===== src/rtl/rtc_pkg.sv =====
package rtc_pkg;
    localparam int NUM_FIELDS = 8;
    localparam int FIELD_W    = 12;

    localparam int F_SEC  = 0;
    localparam int F_MIN  = 1;
    localparam int F_HOUR = 2;
    localparam int F_DOM  = 3;
    localparam int F_DOW  = 4;
    localparam int F_DOY  = 5;
    localparam int F_MON  = 6;
    localparam int F_YEAR = 7;

    typedef logic [NUM_FIELDS-1:0][FIELD_W-1:0] field_vec_t;

    typedef enum logic [1:0] {
        PS_STOPPED = 2'd0,
        PS_HELD    = 2'd1,
        PS_RUNNING = 2'd2
    } ps_state_t;

    function automatic int field_width(input int idx);
        case (idx)
            F_SEC, F_MIN:   return 6;
            F_HOUR, F_DOM:  return 5;
            F_DOW:          return 3;
            F_MON:          return 4;
            default:        return 12;
        endcase
    endfunction

    function automatic logic [FIELD_W-1:0] field_mask(input int idx);
        return {FIELD_W{1'b1}} >> (FIELD_W - field_width(idx));
    endfunction

    function automatic logic is_leap(input logic [FIELD_W-1:0] year);
        return (year[1:0] == 2'b00);
    endfunction

    function automatic logic [FIELD_W-1:0] month_days(input logic [FIELD_W-1:0] mon,
                                                       input logic [FIELD_W-1:0] year);
        case (mon)
            12'd2:                      return is_leap(year) ? 12'd29 : 12'd28;
            12'd4, 12'd6, 12'd9, 12'd11: return 12'd30;
            default:                    return 12'd31;
        endcase
    endfunction

    function automatic logic [FIELD_W-1:0] year_days(input logic [FIELD_W-1:0] year);
        return is_leap(year) ? 12'd366 : 12'd365;
    endfunction
endpackage


===== src/rtl/rtc_prescaler.sv =====
module rtc_prescaler
    import rtc_pkg::*;
#(
    parameter int PRESCALE = 4
) (
    input  logic clk,
    input  logic rst_n,
    input  logic tick,
    input  logic enable,
    input  logic div_hold,
    input  logic restart,
    output logic sec_pulse
);
    localparam int DIV_W = (PRESCALE > 1) ? $clog2(PRESCALE) : 1;
    localparam logic [DIV_W-1:0] DIV_LAST = DIV_W'(PRESCALE - 1);

    ps_state_t        state_q, state_d;
    logic [DIV_W-1:0] div_q;

    // Next-state choice: HOLD wins over START and STOP.
    always_comb begin
        state_d = state_q;
        unique case (state_q)
            PS_STOPPED: begin
                if (div_hold)    state_d = PS_HELD;       // HOLD
                else if (enable) state_d = PS_RUNNING;    // START
            end
            PS_RUNNING: begin
                if (div_hold)     state_d = PS_HELD;      // HOLD
                else if (!enable) state_d = PS_STOPPED;   // STOP
            end
            PS_HELD: begin
                if (!div_hold) state_d = enable ? PS_RUNNING : PS_STOPPED; // RELEASE
            end
            default: state_d = PS_STOPPED;
        endcase
    end

    always_ff @(posedge clk or negedge rst_n) begin
        if (!rst_n) state_q <= PS_STOPPED;
        else        state_q <= state_d;
    end

    always_ff @(posedge clk or negedge rst_n) begin
        if (!rst_n)                               div_q <= '0;
        else if (state_q != PS_RUNNING || restart) div_q <= '0;
        else if (tick)                            div_q <= (div_q == DIV_LAST) ? '0 : div_q + 1'b1;
    end

    always_comb begin
        sec_pulse = 1'b0;
        unique case (state_q)
            PS_RUNNING: sec_pulse = tick && !restart && (div_q == DIV_LAST);
            default:    sec_pulse = 1'b0;
        endcase
    end

    AST_HELD_SILENT: assert property (@(posedge clk) disable iff (!rst_n)
        (state_q == PS_HELD) |=> (div_q == '0));
    AST_STOPPED_SILENT: assert property (@(posedge clk) disable iff (!rst_n)
        (state_q == PS_STOPPED) |-> !sec_pulse);
endmodule


===== src/rtl/rtc_time_chain.sv =====
module rtc_time_chain
    import rtc_pkg::*;
(
    input  logic                  clk,
    input  logic                  rst_n,
    input  logic                  step,
    input  logic [NUM_FIELDS-1:0] wr_sel,
    input  logic [FIELD_W-1:0]    wr_val,
    output field_vec_t            cur,
    output field_vec_t            nxt,
    output logic [NUM_FIELDS-1:0] changed
);
    field_vec_t fld_q;
    logic c_min, c_hour, c_day, c_mon, c_year;

    // Calendar step: post-step values and the set of fields that move.
    always_comb begin
        nxt     = fld_q;
        changed = '0;
        c_min   = 1'b0;
        c_hour  = 1'b0;
        c_day   = 1'b0;
        c_mon   = 1'b0;
        c_year  = 1'b0;

        changed[F_SEC] = 1'b1;
        if (fld_q[F_SEC] >= 12'd59) begin
            nxt[F_SEC] = '0;
            c_min      = 1'b1;
        end else begin
            nxt[F_SEC] = fld_q[F_SEC] + 12'd1;
        end

        if (c_min) begin
            changed[F_MIN] = 1'b1;
            if (fld_q[F_MIN] >= 12'd59) begin
                nxt[F_MIN] = '0;
                c_hour     = 1'b1;
            end else begin
                nxt[F_MIN] = fld_q[F_MIN] + 12'd1;
            end
        end

        if (c_hour) begin
            changed[F_HOUR] = 1'b1;
            if (fld_q[F_HOUR] >= 12'd23) begin
                nxt[F_HOUR] = '0;
                c_day       = 1'b1;
            end else begin
                nxt[F_HOUR] = fld_q[F_HOUR] + 12'd1;
            end
        end

        if (c_day) begin
            changed[F_DOM] = 1'b1;
            changed[F_DOW] = 1'b1;
            changed[F_DOY] = 1'b1;
            nxt[F_DOW] = (fld_q[F_DOW] >= 12'd6) ? '0 : fld_q[F_DOW] + 12'd1;
            nxt[F_DOY] = (fld_q[F_DOY] >= year_days(fld_q[F_YEAR])) ? 12'd1
                                                                     : fld_q[F_DOY] + 12'd1;
            if (fld_q[F_DOM] >= month_days(fld_q[F_MON], fld_q[F_YEAR])) begin
                nxt[F_DOM] = 12'd1;
                c_mon      = 1'b1;
            end else begin
                nxt[F_DOM] = fld_q[F_DOM] + 12'd1;
            end
        end

        if (c_mon) begin
            changed[F_MON] = 1'b1;
            if (fld_q[F_MON] >= 12'd12) begin
                nxt[F_MON] = 12'd1;
                c_year     = 1'b1;
            end else begin
                nxt[F_MON] = fld_q[F_MON] + 12'd1;
            end
        end

        if (c_year) begin
            changed[F_YEAR] = 1'b1;
            nxt[F_YEAR]     = fld_q[F_YEAR] + 12'd1;
        end
    end

    for (genvar i = 0; i < NUM_FIELDS; i++) begin : g_field
        localparam logic [FIELD_W-1:0] RST_VAL =
            (i == F_DOM || i == F_DOY || i == F_MON) ? 12'd1 : 12'd0;
        always_ff @(posedge clk or negedge rst_n) begin
            if (!rst_n)         fld_q[i] <= RST_VAL;
            else if (wr_sel[i]) fld_q[i] <= wr_val & field_mask(i);
            else if (step)      fld_q[i] <= nxt[i];
        end
    end

    assign cur = fld_q;

    AST_SEC_ADVANCE: assert property (@(posedge clk) disable iff (!rst_n)
        (step && wr_sel == '0 && fld_q[F_SEC] < 12'd59)
        |=> fld_q[F_SEC] == $past(fld_q[F_SEC]) + 12'd1);
    AST_FROZEN: assert property (@(posedge clk) disable iff (!rst_n)
        (!step && wr_sel == '0) |=> $stable(fld_q));
    AST_DAY_CARRY: assert property (@(posedge clk) disable iff (!rst_n)
        (step && wr_sel == '0 && fld_q[F_SEC] == 12'd59 && fld_q[F_MIN] == 12'd59
         && fld_q[F_HOUR] == 12'd23)
        |=> (fld_q[F_HOUR] == '0) && (fld_q[F_DOM] != $past(fld_q[F_DOM])));
endmodule


===== src/rtl/rtc_alarm_irq.sv =====
module rtc_alarm_irq
    import rtc_pkg::*;
(
    input  logic                  clk,
    input  logic                  rst_n,
    input  logic                  step,
    input  field_vec_t            nxt,
    input  logic [NUM_FIELDS-1:0] changed,
    input  field_vec_t            alarm,
    input  logic [NUM_FIELDS-1:0] mask,
    input  logic [NUM_FIELDS-1:0] inc_en,
    input  logic                  clr_we,
    input  logic [1:0]            clr_bits,
    output logic [1:0]            flags,
    output logic                  irq
);
    logic [NUM_FIELDS-1:0] eq;
    logic                  alarm_hit, inc_hit;
    logic [1:0]            flags_q;

    for (genvar i = 0; i < NUM_FIELDS; i++) begin : g_cmp
        assign eq[i] = mask[i] || (nxt[i] == alarm[i]);
    end

    assign alarm_hit = step && (mask != '1) && (&eq);
    assign inc_hit   = step && |(changed & inc_en);

    // Set wins over a clear in the same cycle.
    always_ff @(posedge clk or negedge rst_n) begin
        if (!rst_n) begin
            flags_q <= '0;
        end else begin
            flags_q <= (flags_q & ~(clr_we ? clr_bits : 2'b00)) | {alarm_hit, inc_hit};
        end
    end

    assign flags = flags_q;
    assign irq   = |flags_q;

    AST_MASK_ALL_OFF: assert property (@(posedge clk) disable iff (!rst_n)
        (mask == '1) |=> !$rose(flags_q[1]));
    AST_W1C_INC: assert property (@(posedge clk) disable iff (!rst_n)
        (clr_we && clr_bits[0] && !inc_hit) |=> !flags_q[0]);
    AST_INC_NEEDS_ENABLE: assert property (@(posedge clk) disable iff (!rst_n)
        (inc_en == '0) |=> !$rose(flags_q[0]));
endmodule


===== src/rtl/rtc_calendar.sv =====
module rtc_calendar
    import rtc_pkg::*;
#(
    parameter int PRESCALE = 4
) (
    input  logic        clk,
    input  logic        rst_n,
    input  logic        tick,
    input  logic        wr_en,
    input  logic [6:0]  addr,
    input  logic [31:0] wdata,
    output logic [31:0] rdata,
    output logic        irq
);
    localparam logic [6:0] A_FLAGS = 7'h00;
    localparam logic [6:0] A_CTRL  = 7'h08;
    localparam logic [6:0] A_INCEN = 7'h0C;
    localparam logic [6:0] A_MASK  = 7'h10;
    localparam logic [6:0] A_PACK0 = 7'h14;
    localparam logic [6:0] A_PACK1 = 7'h18;
    localparam logic [6:0] A_PACK2 = 7'h1C;
    localparam logic [6:0] A_CAL   = 7'h40;
    localparam int CAL_W = 18;

    logic [2:0]            ctrl_q;   // {cal_off, div_hold, enable}
    logic [CAL_W-1:0]      cal_q;
    logic [NUM_FIELDS-1:0] mask_q, incen_q;
    field_vec_t            alarm_q, cur, nxt;
    logic [NUM_FIELDS-1:0] changed, cnt_sel;
    logic [1:0]            flags;
    logic                  sec_pulse, cnt_region, alm_region;
    logic [2:0]            fidx;

    assign fidx       = addr[4:2];
    assign cnt_region = (addr[6:5] == 2'b01) && (addr[1:0] == 2'b00);
    assign alm_region = (addr[6:5] == 2'b11) && (addr[1:0] == 2'b00);

    for (genvar i = 0; i < NUM_FIELDS; i++) begin : g_sel
        assign cnt_sel[i] = wr_en && cnt_region && (fidx == 3'(i));
        always_ff @(posedge clk or negedge rst_n) begin
            if (!rst_n)
                alarm_q[i] <= '0;
            else if (wr_en && alm_region && fidx == 3'(i))
                alarm_q[i] <= wdata[FIELD_W-1:0] & field_mask(i);
        end
    end

    always_ff @(posedge clk or negedge rst_n) begin
        if (!rst_n) begin
            ctrl_q  <= '0;
            cal_q   <= '0;
            mask_q  <= '1;
            incen_q <= '0;
        end else if (wr_en) begin
            if (addr == A_CTRL)  ctrl_q  <= {wdata[4], wdata[1], wdata[0]};
            if (addr == A_CAL)   cal_q   <= wdata[CAL_W-1:0];
            if (addr == A_MASK)  mask_q  <= wdata[NUM_FIELDS-1:0];
            if (addr == A_INCEN) incen_q <= wdata[NUM_FIELDS-1:0];
        end
    end

    rtc_prescaler #(.PRESCALE(PRESCALE)) u_presc (
        .clk       (clk),
        .rst_n     (rst_n),
        .tick      (tick),
        .enable    (ctrl_q[0]),
        .div_hold  (ctrl_q[1]),
        .restart   (|cnt_sel),
        .sec_pulse (sec_pulse)
    );

    rtc_time_chain u_chain (
        .clk     (clk),
        .rst_n   (rst_n),
        .step    (sec_pulse),
        .wr_sel  (cnt_sel),
        .wr_val  (wdata[FIELD_W-1:0]),
        .cur     (cur),
        .nxt     (nxt),
        .changed (changed)
    );

    rtc_alarm_irq u_alarm (
        .clk      (clk),
        .rst_n    (rst_n),
        .step     (sec_pulse),
        .nxt      (nxt),
        .changed  (changed),
        .alarm    (alarm_q),
        .mask     (mask_q),
        .inc_en   (incen_q),
        .clr_we   (wr_en && addr == A_FLAGS),
        .clr_bits (wdata[1:0]),
        .flags    (flags),
        .irq      (irq)
    );

    always_comb begin
        rdata = '0;
        if (cnt_region)      rdata = {20'd0, cur[fidx]};
        else if (alm_region) rdata = {20'd0, alarm_q[fidx]};
        else begin
            case (addr)
                A_FLAGS: rdata = {30'd0, flags};
                A_CTRL:  rdata = {27'd0, ctrl_q[2], 2'b00, ctrl_q[1], ctrl_q[0]};
                A_INCEN: rdata = {24'd0, incen_q};
                A_MASK:  rdata = {24'd0, mask_q};
                A_PACK0: rdata = {5'd0, cur[F_DOW][2:0], 3'd0, cur[F_HOUR][4:0],
                                  2'd0, cur[F_MIN][5:0], 2'd0, cur[F_SEC][5:0]};
                A_PACK1: rdata = {4'd0, cur[F_YEAR], 4'd0, cur[F_MON][3:0],
                                  3'd0, cur[F_DOM][4:0]};
                A_PACK2: rdata = {20'd0, cur[F_DOY]};
                A_CAL:   rdata = {14'd0, cal_q};
                default: rdata = '0;
            endcase
        end
    end

    AST_WRITE_TAKES: assert property (@(posedge clk) disable iff (!rst_n)
        (wr_en && addr == 7'h20) |=> cur[F_SEC] == ($past(wdata[FIELD_W-1:0]) & 12'h03F));
    AST_HOLD_NO_STEP: assert property (@(posedge clk) disable iff (!rst_n)
        ctrl_q[1] |=> !sec_pulse);
endmodule


===== config.mk =====
export PLATFORM = sky130hd
export DESIGN_NAME = rtc_calendar
export DESIGN_NICKNAME = d
export VERILOG_FILES = /design/src/rtl/rtc_pkg.sv /design/src/rtl/rtc_prescaler.sv /design/src/rtl/rtc_time_chain.sv /design/src/rtl/rtc_alarm_irq.sv /design/src/rtl/rtc_calendar.sv
export SDC_FILE = /design/constraint.sdc
export NUM_CORES = 1
export LEC_CHECK = 0
export ABC_AREA = 1
export BUFFER_PORTS_ARGS = -buffer_cell sky130_fd_sc_hd__buf_2
export CAP_MARGIN = 20
export CORE_UTILIZATION = 45
export DETAILED_ROUTE_END_ITERATION = 10
export PLACE_DENSITY = 0.65
export SYNTH_ARGS = -nofsm -noshare
export SYNTH_HDL_FRONTEND = slang
export SYNTH_SLANG_ARGS = --single-unit

===== constraint.sdc =====
create_clock -name clk -period 3.48 [get_ports clk]
set_clock_uncertainty 0.1 [all_clocks]
set_input_delay 0.522 -clock clk [delete_from_list [all_inputs] [get_ports clk]]
set_output_delay 0.522 -clock clk [all_outputs]
set_load 0.02 [all_outputs]

==> flow_summary.toml <==
[outcome]
outcome = "completed"

[clock_tree]
clockBufferDepth = 2
hold_buffers = 0
clk_pin_slew_worst_paths_ps = 80
cts_root_buf = "clkbuf_16"
htreeDepth = 4
clock_sinks = 192
cts-buffers-inserted = 17
cts_tree = "yes"
insertion_delay_ps = 460

[layout]
final-seq-area_mm2 = 0.00482
utilization = 0.515
fillCellCount = 2686
multi_input_area_mm2 = 0.00640
area_delta_synth_final_pct = 12.7
n_antenna_cell = 0
drive_gt1_frac = 0.119
final_nets = 1834
final_area_mm2 = 0.0138

[floorplan]
dieArea_mm2 = 0.0280
rows = 60
die_h_um = 167
die_w_um = 167
core_area_mm2 = 0.0269
io_pins = 76
start_util = 0.457

[synth]
synth_common_cells = "513 x nand2_1, 194 x inv_1, 181 x dfrtp_1, 134 x o21ai_0, 129 x nor2_1"
seq_area_frac_synth = 0.392
synth_fa_ha_area_frac = 0.0183
syn_area_mm2 = 0.0123
synth_edf_count = 0
synth_top_family_by_area = "simple AND/OR/NAND/NOR gates"
synth_ff_type = "dfrtp_1"
synth_compound_area_frac = 0.186
yosys.area_share.xor_xnor = 0.0200
synthDistinctLibCells = 51
yosys.area_share.simple = 0.287
ys.warnings.count = 0
yosysMostFrequentCell = "nand2_1"
syn_inst = 1701
yosys_register_bits = 192
synthMuxAreaShare = 0.00550
synth_top_area_frac = 0.369
synth.avg_cell_area_um2 = 7.22
yosysTopAreaCell = "dfrtp_1"
synthArstFlopShare = 1.00
yosys-top-cells-area = "dfrtp_1 37%, nand2_1 16%, inv_1 5.9%, o21ai_0 5.5%, nand3_1 4.9%"

[critical_path]
crit_path_end = "u_alarm.flags[1]$_DFF_PN0_"
rr_worst_depth = 24
critPathArrivalTime_ps = 3670
endpoint_kind = "flip-flop"
crit_fanout = 5
r2r-end = "u_alarm.flags[1]$_DFF_PN0_"
crit_required_ps = 3770
critPathLaunchType = "flip-flop"
crit_type = "flip-flop to flip-flop"
regToRegStartpoint = "u_chain.cur[72]$_DFFE_PN1P_"
ff2ff_setup_slack_ps = 100
cp-startpoint = "u_chain.cur[72]$_DFFE_PN1P_"

[global_routing]
grt_max_degree = 87
first_global_vias = 11900
antenna_found_initial = 0
grt_usage = 0.337
overflow = 0
grt_pass1_wl_um = 70900

[hold_path]
worstHoldPathType = "primary input to asynchronous set/reset pin"

[place]
io_buffers = 57
gp_congestion = 1.00
placed_area_mm2 = 0.0132
dpl.hpwl_um = 34600

[job]
drv_cap = 0

[sta]
post-route-period-util = 0.970
tightest_slew_ps = 1050
hold_violations = 0
fin_tns_setup_ps = 0
relSlewSlack = 0.297
setup_violations = 0
rsz0062_at_grt = "true"
fmax_mhz = 296
layout_min_cycle_time_ps = 3380
drv_slew = 0

[power_and_ir_drop]
pwr-share-seq = 0.453
vdd_ir_drop_max_uv = 311
leakage_nw = 6.54
pwr-share-clk = 0.346
combPwrFrac = 0.201
power_density_mw_per_mm2 = 427
p_int_w = 0.00388
p_switching_w = 0.00204
switching_share = 0.344

[routing]
routed_wire_length_per_instance_um = 22.0
drt-vias-per-instance = 6.02
first_pass_iters = 6
vias = 12800
drc_errors = 0
drtIter0Drc = 1758
wirelength_um = 46900
ant_nets = 0
## power by group through the flow
stage / sequential [W] / clock (W) / combinational, W
finish: 0.00268 / 0.00205 / 0.00119
global placement: 0.00270 / 0 / 0.00113
floorplan: 0.00262 / 0 / 0.000765
detailed placement: 0.00271 / 0 / 0.00115
global route: 0.00270 / 0.00212 / 0.00131
CTS: 0.00267 / 0.00206 / 0.00115
## routing by layer
layer,GRT usage,wire [um],part of all wire,up-vias
li1,-,-,-,5879
met1,0.474,20200,0.43,6085
met2,0.494,19800,0.42,721
met3,0.0794,4950,0.11,127
met4,0.140,1870,0.040,0
met5,0,0,0,-
## placed cells by master, fill, tap and decap left out, drive strengths merged, types with 19 or more instances in the layout
| cell | synthesis | routed |
|---|---|---|
| a221oi | 22 | 22 |
| buf | 33 | 123 |
| clkbuf | 41 | 19 |
| dfrtp | 181 | 181 |
| inv | 197 | 205 |
| nand2 | 520 | 520 |
| nand3 | 123 | 123 |
| nor2 | 139 | 139 |
| o21ai | 140 | 140 |
| o221ai | 55 | 55 |
| o22ai | 63 | 63 |
| xor2 | 23 | 23 |
## stage by stage
stage | std cells | hold slack (ps) | power [W] | setup WS (ps)
3_3_place_gp | 2093 | 350 | 0.00383 | 150
6_report | 2127 | 54.0 | 0.00591 | 104
4_1_cts | 2125 | 69.0 | 0.00588 | 90.5
5_1_grt | 2127 | 102 | 0.00614 | -33.2
3_5_place_dp | 2093 | 367 | 0.00385 | 119
2_1_floorplan | 1704 | 126 | 0.00339 | 590
## cell type report
type                       instances  area share
clock inverter                    14      0.0105
multi-input combinational       1236       0.462
timing repair buffer             124      0.0617
sequential                       192       0.348
inverter                         202      0.0550
clock buffer                      18      0.0317
tap                              341      0.0308
## state kept, by name (all words and copies together) (netlist names)
| name | flops |
|---|---|
| ctrl_q | 3 |
| u_presc.state_q | 2 |
| incen_q | 8 |
| u_alarm.flags | 2 |
| alarm_q | 53 |
| cal_q | 18 |
| u_chain.cur | 96 |
| u_presc.div_q | 2 |
| mask_q | 8 |
## worst max-delay path: stages (launching register included)
cell and delay (ps):
dfstp_2 600, inv_1 90, ha_1 220, o21ai_1 120, a211oi_1 80, a21oi_1 140, ha_1 250, inv_1 70
nand2_1 40, nand2_1 50, nand2_1 40, nand2_1 60, nand2_2 80, buf_4 170, o21ai_2 140, nand2_1 90
nand2_1 60, nand3_1 70, nor2_2 140, nand4_1 210, nand2_1 130, inv_1 40, nor2_1 120, nand3_1 120
nand2_1 70
## repair_timing
item | in CTS | in global routing
setup endpoints to repair | 0 | 3
hold endpoints to repair | 0 | 0
buffers inserted | 0 | 2
resized for setup | 0 | 18
## worst min-delay path by stage
stage / from / to
3_3_place_gp: u_presc.state_q[1]$_DFFE_PN0P_ / u_presc.state_q[1]$_DFFE_PN0P_
4_1_cts: rst_n / u_chain.cur[26]$_DFFE_PN0P_
3_5_place_dp: u_presc.state_q[1]$_DFFE_PN0P_ / u_presc.state_q[1]$_DFFE_PN0P_
2_1_floorplan: rst_n / alarm_q[0]$_DFFE_PN0P_
5_1_grt: rst_n / u_chain.cur[26]$_DFFE_PN0P_
6_report: rst_n / u_chain.cur[26]$_DFFE_PN0P_
## logic make-up after synthesis
family | Yosys count
simple gates | 831
flops | 192
xor+xnor | 28
fa+ha+maj | 18
mux | 6
other cells | 1
buf+inv | 276
compound gates | 349
(Power assumes the default switching activity.)
